===== config.mk =====
export PLATFORM = sky130hd
export DESIGN_NAME = drx_unit
export DESIGN_NICKNAME = d
export VERILOG_FILES = /design/src/rtl/drx_pkg.sv /design/src/rtl/drx_seq.sv /design/src/rtl/drx_alu.sv /design/src/rtl/drx_unit.sv
export SDC_FILE = /design/constraint.sdc
export NUM_CORES = 1
export LEC_CHECK = 0
export BUFFER_PORTS_ARGS = -buffer_cell sky130_fd_sc_hd__buf_2
export CAP_MARGIN = 20
export CORE_MARGIN = 1
export CORE_UTILIZATION = 45
export DETAILED_ROUTE_END_ITERATION = 7
export PLACE_DENSITY = 0.76
export SLEW_MARGIN = 40
export SYNTH_ARGS = -nofsm -noshare
export SYNTH_HDL_FRONTEND = slang
export SYNTH_SLANG_ARGS = --single-unit

===== constraint.sdc =====
create_clock -name clk -period 2.01 [get_ports clk]
set_input_delay 0.5025 -clock clk [delete_from_list [all_inputs] [get_ports clk]]
set_output_delay 0.5025 -clock clk [all_outputs]
set_load 0.03 [all_outputs]

===== src/rtl/drx_pkg.sv =====
package drx_pkg;

    localparam int unsigned DRX_PW  = 32;
    localparam int unsigned DRX_OPW = 3;

    typedef enum logic [DRX_OPW-1:0] {
        OP_GATHER    = 3'd0,
        OP_SPREAD_LO = 3'd1,
        OP_SPREAD_HI = 3'd2,
        OP_BAL_XOR   = 3'd3
    } drx_op_e;

    typedef enum logic [0:0] {
        SQ_IDLE = 1'b0,
        SQ_EVAL = 1'b1
    } drx_state_e;

    typedef struct packed {
        logic precharge;
        logic load;
    } drx_ctl_t;

    function automatic logic op_is_encoded(input logic [DRX_OPW-1:0] op);
        return (op == OP_SPREAD_LO) || (op == OP_SPREAD_HI) || (op == OP_BAL_XOR);
    endfunction

endpackage


===== src/rtl/drx_seq.sv =====
module drx_seq
    import drx_pkg::*;
(
    input  logic     clk,
    input  logic     rst,
    input  logic     start_i,
    output drx_ctl_t ctl_o,
    output logic     done_o
);

    drx_state_e state_q;
    logic       done_q;

    always_comb begin
        ctl_o.precharge = (state_q == SQ_IDLE) && start_i;
        ctl_o.load      = (state_q == SQ_EVAL);
    end

    always_ff @(posedge clk) begin
        if (rst) begin
            state_q <= SQ_IDLE;
            done_q  <= 1'b0;
        end else begin
            done_q <= ctl_o.load;
            if (ctl_o.precharge)
                state_q <= SQ_EVAL;
            else if (ctl_o.load)
                state_q <= SQ_IDLE;
        end
    end

    assign done_o = done_q;

    p_done_single_r9: assert property (@(posedge clk) disable iff (rst)
        done_q |=> !done_q);

    p_busy_ignores_start_r10: assert property (@(posedge clk) disable iff (rst)
        ctl_o.load |-> !ctl_o.precharge);

    p_eval_follows_pre_r8: assert property (@(posedge clk) disable iff (rst)
        ctl_o.precharge |=> ctl_o.load);

endmodule


===== src/rtl/drx_alu.sv =====
module drx_alu
    import drx_pkg::*;
#(
    parameter int unsigned PW  = DRX_PW,
    parameter int unsigned OPW = DRX_OPW
) (
    input  logic [OPW-1:0] op_i,
    input  logic [PW-1:0]  a_i,
    input  logic [PW-1:0]  b_i,
    output logic [PW-1:0]  y_o
);

    localparam int unsigned HW = PW / 2;

    logic [PW-1:0] spread_lo;
    logic [PW-1:0] spread_hi;
    logic [PW-1:0] bal_xor;
    logic [HW-1:0] gathered;

    for (genvar i = 0; i < HW; i++) begin : g_pair
        logic x_true;
        assign x_true             = a_i[2*i] ^ b_i[2*i];
        assign spread_lo[2*i]     = a_i[i];
        assign spread_lo[2*i+1]   = ~a_i[i];
        assign spread_hi[2*i]     = a_i[HW+i];
        assign spread_hi[2*i+1]   = ~a_i[HW+i];
        assign bal_xor[2*i]       = x_true;
        assign bal_xor[2*i+1]     = ~x_true;
        assign gathered[i]        = a_i[2*i];
    end

    always_comb begin
        case (op_i)
            OP_GATHER:    y_o = {{(PW-HW){1'b0}}, gathered};
            OP_SPREAD_LO: y_o = spread_lo;
            OP_SPREAD_HI: y_o = spread_hi;
            OP_BAL_XOR:   y_o = bal_xor;
            default:      y_o = '0;
        endcase
    end

endmodule


===== src/rtl/drx_unit.sv =====
module drx_unit
    import drx_pkg::*;
#(
    parameter int unsigned PW  = DRX_PW,
    parameter int unsigned OPW = DRX_OPW
) (
    input  logic           clk,
    input  logic           rst,
    input  logic           start_i,
    input  logic [OPW-1:0] op_i,
    input  logic [PW-1:0]  opa_i,
    input  logic [PW-1:0]  opb_i,
    output logic [PW-1:0]  result_o,
    output logic           done_o
);

    localparam int unsigned HW = PW / 2;

    drx_ctl_t       ctl;
    logic [OPW-1:0] op_q;
    logic [PW-1:0]  a_q;
    logic [PW-1:0]  b_q;
    logic [PW-1:0]  alu_y;
    logic [PW-1:0]  res_q;

    drx_seq u_seq (
        .clk     (clk),
        .rst     (rst),
        .start_i (start_i),
        .ctl_o   (ctl),
        .done_o  (done_o)
    );

    always_ff @(posedge clk) begin
        if (rst) begin
            op_q <= '0;
            a_q  <= '0;
            b_q  <= '0;
        end else if (ctl.precharge) begin
            op_q <= op_i;
            a_q  <= opa_i;
            b_q  <= opb_i;
        end
    end

    drx_alu #(.PW(PW), .OPW(OPW)) u_alu (
        .op_i (op_q),
        .a_i  (a_q),
        .b_i  (b_q),
        .y_o  (alu_y)
    );

    always_ff @(posedge clk) begin
        if (rst)
            res_q <= '0;
        else if (ctl.precharge)
            res_q <= '0;
        else if (ctl.load)
            res_q <= alu_y;
    end

    assign result_o = res_q;

    logic pairs_onehot;
    always_comb begin
        pairs_onehot = 1'b1;
        for (int i = 0; i < HW; i++)
            if (res_q[2*i] == res_q[2*i+1]) pairs_onehot = 1'b0;
    end

    p_precharge_zero_r8: assert property (@(posedge clk) disable iff (rst)
        ctl.precharge |=> (result_o == '0) && !done_o);

    p_eval_from_zero_r8: assert property (@(posedge clk) disable iff (rst)
        done_o |-> $past(result_o) == '0);

    p_pairs_balanced_r2: assert property (@(posedge clk) disable iff (rst)
        (done_o && op_is_encoded(op_q)) |-> pairs_onehot);

    p_gather_upper_r5: assert property (@(posedge clk) disable iff (rst)
        (done_o && op_q == OP_GATHER) |-> result_o[PW-1:HW] == '0);

    p_unknown_zero_r7: assert property (@(posedge clk) disable iff (rst)
        (done_o && op_q > OP_BAL_XOR) |-> result_o == '0);

    p_result_hold_r9: assert property (@(posedge clk) disable iff (rst)
        (!ctl.precharge && !ctl.load) |=> $stable(result_o));

endmodule


=== After elaboration in Yosys (flattened, before gate mapping) ===
Cells that the tools add are included.

* Flip-flop bits (word level): 100
* Output and inout port bits: 33
* Logic and storage cells: 79

* Eq/ne operators: 3
* Muxes and demuxes: 2
* Bitwise logic cells: 65
* Reductions and logical operators: 3

{| class="wikitable"
|+ Operator list
! cell !! number
|-
| 32-bit case mux with 4 select lines || 1
|-
| 1-bit inverter || 49
|-
| 1-bit XOR || 16
|-
| 3-bit by 2-bit equality test with 1-bit output, second input constant || 2
|-
| 3-bit by 1-bit equality test with 1-bit output, second input constant || 1
|-
| 3-bit logical NOT || 1
|-
| 2-bit OR reduction || 1
|-
| 1-bit logical AND || 1
|-
| 1-bit 2-to-1 mux || 1
|}

=== Logic depth before layout (Yosys ltp) ===
* Depth after elaboration: 3
* Mapped depth: 6

=== Cells and area by module ===
From an unflattened synthesis, not the netlist that was laid out.

* Cell total of the unflattened synthesis: 485
* Area total of the unflattened synthesis: 4621.9 µm²

{| class="wikitable"
|+ Modules (own cells, without submodules)
! module !! times used !! cells an instance !! area an instance (µm²) !! sequential area each (µm²)
|-
| drx_unit || 1 || 321 || 3540.9 || 1981.9
|-
| drx_alu || 1 || 158 || 1006.0 || 0.0
|-
| drx_seq || 1 || 6 || 75.1 || 40.0
|}

=== Worst setup path after synthesis ===
No wires, ideal clock.

* Path kind: input -> register
* Start point: input rst
* End point: register res_q[16] (netlist: result_o[16])
* Setup time: 0.123 ns
* Data arrival time: 1.275 ns
* Slack: 0.611 ns
* Stages: 6
* Cells stage by stage: buf_2 -> buf_2 -> inv_2 -> nand2_1 -> buf_2 -> a21oi_1

* Word-level cells in the longest chain between the ends: 1

{| class="wikitable"
|+ RTL lines
! what !! RTL line !! source
|-
| start: declaration || drx_unit.sv:8 || <nowiki>input logic rst,</nowiki>
|-
| 2-bit OR reduction (no line) || n/a ||
|-
| end signal: assignment || drx_unit.sv:59 || <nowiki>res_q <= alu_y;</nowiki>
|-
| end: declaration || drx_unit.sv:24 || <nowiki>logic [PW-1:0] res_q;</nowiki>
|}

Every way passes these cells.
A chain may end at the register's enable or synchronous reset.

=== Final worst setup path ===
* Start point: register op_q[2]
* End point: register res_q[5] (netlist: result_o[5])

* Word-level cells in the longest chain between the ends: 2
* Elaborated cells between the ends (all ways): 5
* Classes of those cells: eq/ne: 3; mux: 1; reduce/logical: 1

{| class="wikitable"
|+ RTL lines
! what !! RTL line !! source
|-
| start: declaration || drx_unit.sv:20 || <nowiki>logic [OPW-1:0] op_q;</nowiki>
|-
| start signal: assignment || drx_unit.sv:40 || <nowiki>op_q <= op_i;</nowiki>
|-
| 3-bit by 2-bit equality test with 1-bit output, or another cell as far along || drx_alu.sv:33 || <nowiki>case (op_i)</nowiki>
|-
| 32-bit case mux with 4 select lines (*) || drx_alu.sv:33 ||
|}

Mark *: on every way between the ends. The rest lies on a longest branch, timed or not.

==> results.json <==
{
  "stdcell_area_um2": 4550,
  "yosysUniqueCellTypes": 52,
  "drc": 0,
  "period_share_pct": 83.3,
  "required_ns": 2.23,
  "relSlewSlack_pct": 57.5,
  "grt_use_total_pct": 23.9,
  "n_fill_cell": 730,
  "timing.rr.end": "result_o[5]",
  "portBuffers": 86,
  "path_max_fanout": 16,
  "start_util_pct": 46.7,
  "regToRegStartpoint": "op_q[2]",
  "maxCapViolCount": 0,
  "postCtsSetupRepairBufs": 0,
  "p_leak_nw": 1.85,
  "crit_arrival_ns": 1.90,
  "postRouteAntennaNets": 0,
  "grt_start_max_net_pins": 45,
  "setup_tns_ns": 0,
  "grt_overflow": 0,
  "firstDrtPassIters": 5,
  "dpl_cell_area_um2": 4340,
  "synthesis.nets": 448,
  "h-tree-depth": 3,
  "cts_buffers": 9,
  "multiInputGateArea_um2": 1930,
  "crit_type": "flip-flop to flip-flop",
  "cts_resized": 0,
  "area.growth.synth_to_final_pct": 18.5,
  "hpwl_mm": 7.42,
  "synthTopCellsByArea": "dfxtp_1, a22o_1, a21oi_1",
  "via_per_inst": 5.77,
  "antenna_found_initial": 0,
  "grt_pass1_vias": 3095,
  "yosysMostFrequentCell": "dfxtp_1",
  "startpoint_type": "flip-flop",
  "tightest_slew_ns": 0.636,
  "boundaryPins": 103,
  "min_to": "b_q[16]",
  "wl_mm": 10.1,
  "vias": 3270,
  "async_flop_share_pct": 0,
  "cts_buffer_depth": 2,
  "synth_edf_count": 0,
  "clock_tree.root_cell": "clkbuf_8",
  "dieArea_um2": 8910,
  "cp-end-kind": "flip-flop",
  "clock-sinks": 85,
  "hold_violations": 0,
  "worst_hold_path_type": "input pin to flip-flop",
  "status": "completed",
  "grt_pass1_wl_mm": 15.9,
  "ir_drop_uv": 408,
  "syn_avg_cell_area_um2": 10.2,
  "clock.fmax_mhz": 597,
  "drv_slew": 0,
  "ys_seq_area_share_pct": 44.3,
  "die_h_um": 94.4,
  "core_region_area_um2": 8220,
  "wire_per_inst_um": 17.9,
  "num_antenna_cells": 0,
  "clk_pin_slew_ns": 0.09,
  "ff_latch_area_um2": 1700,
  "synthTopCellsByCount": "dfxtp_1, a22o_1, a21oi_1",
  "synth_top_area_share_pct": 44.3,
  "yosysTopAreaCell": "dfxtp_1",
  "syn-instance-count": 378,
  "min_from": "opb_i[16]",
  "syn-cell-area_um2": 3840,
  "place_congestion": 0.865,
  "rsz0062_at_grt": "false",
  "worst_hold_path.num_cells": 2,
  "worstSkewPairLatency_ns": 0.35,
  "reg2regPathDepth": 3,
  "drive_gt1_share_pct": 31.2,
  "synth-seq-cells": 85,
  "die_x_um": 94.4,
  "drt_iter0_markers": 338,
  "row_count": 33,
  "setup_viol": 0,
  "ys.warnings.count": 0,
  "power.density_nw_per_um2": 784,
  "ys.flop_type": "dfxtp_1",
  "cts_tree": "built",
  "ff2ff_setup_slack_ns": 0.34,
  "period_needed_ns": 1.67,
  "nNetsFinal": 527,
  "finClkSkew_ns": 0.0121,
  "cts_hold_buf": 0
}
==> worst max-delay path, stage by stage (launching register included) <==
cell	delay [ns]
dfxtp_1	0.73
and3b_1	0.36
a222oi_1	0.35
a211oi_1	0.12
==> worst max path at each step <==
stage / startpoint / to / depth (start not counted) / slack (ns)
3_3_place_gp: start_i / a_q[21] / 4 / 0.09
4_1_cts: op_q[1] / result_o[7] / 4 / 0.39
3_5_place_dp: rst / result_o[25] / 5 / 0.12
5_1_grt: op_q[1] / result_o[7] / 4 / 0.23
6_report: op_q[2] / result_o[5] / 3 / 0.34
2_1_floorplan: rst / result_o[16] / 6 / 0.61
==> power by group <==
group	total (mW)	leakage (nW)	switching (mW)	internal [mW]
logic	0.503	1.07	0.275	0.228
registers	1.86	0.695	0.0955	1.76
clock network	1.21	0.0878	0.601	0.608
==> kinds of logic (layout without fill, tap and decap cells) <==
logic type	after synthesis	count (layout)	synth area share, %
DFF	85	85	44.3
and+or+nand+nor	89	89	13.5
buffers and inverters	35	119	5.96
xor gates and xnor gates	15	15	3.42
muxes	8	8	2.31
AOI/OAI and AO/OA	146	146	30.5
==> metrics by stage <==
step,setup WS (ns),hold slack [ns],total power [mW],instances,utilization (%)
after floorplan,0.611,0.450,2.22,378,-
after global placement,0.0865,0.456,2.37,549,52.5
after detailed placement,0.117,0.461,2.39,551,52.8
after CTS,0.390,0.341,3.57,567,55.3
after global routing,0.225,0.346,3.70,567,55.4
final,0.335,0.352,3.57,567,55.4
==> placed cells by master (no fill, tap or decap), drive strengths merged, types with 8 or more instances in the layout <==
cell / n
nand2: 17
nor2: 31
nor2b: 11
a22o: 51
nand2b: 10
a211o: 13
a21oi: 30
xnor2: 15
buf: 100
a211oi: 11
dfxtp: 85
o221ai: 8
clkbuf: 11
==> registers in the layout (all words and copies together), names as in the netlist <==
register,count
a_q,32
result_o,32
u_seq.done_o,1
op_q,3
b_q,16
u_seq.state_q,1
==> area by class of cell <==
| type | instances | share of cell area (%) |
|---|---|---|
| clock buffer | 11 | 3.11 |
| multi-input combinational | 258 | 42.4 |
| inverter | 3 | 0.248 |
| clock inverter | 5 | 1.32 |
| timing repair buffer | 100 | 12.7 |
| sequential | 85 | 37.4 |
| tap | 105 | 2.89 |
==> routing by layer <==
| layer | vias up | routed length, um | track usage (%) |
|---|---|---|---|
| li1 | 1576 | - | - |
| met1 | 1541 | 4450 | 31.8 |
| met2 | 130 | 4740 | 38.0 |
| met3 | 23 | 734 | 4.19 |
| met4 | 0 | 223 | 10.5 |
| met5 | - | 0 | 0 |
Note: power is estimated with default switching activity, not from simulation.
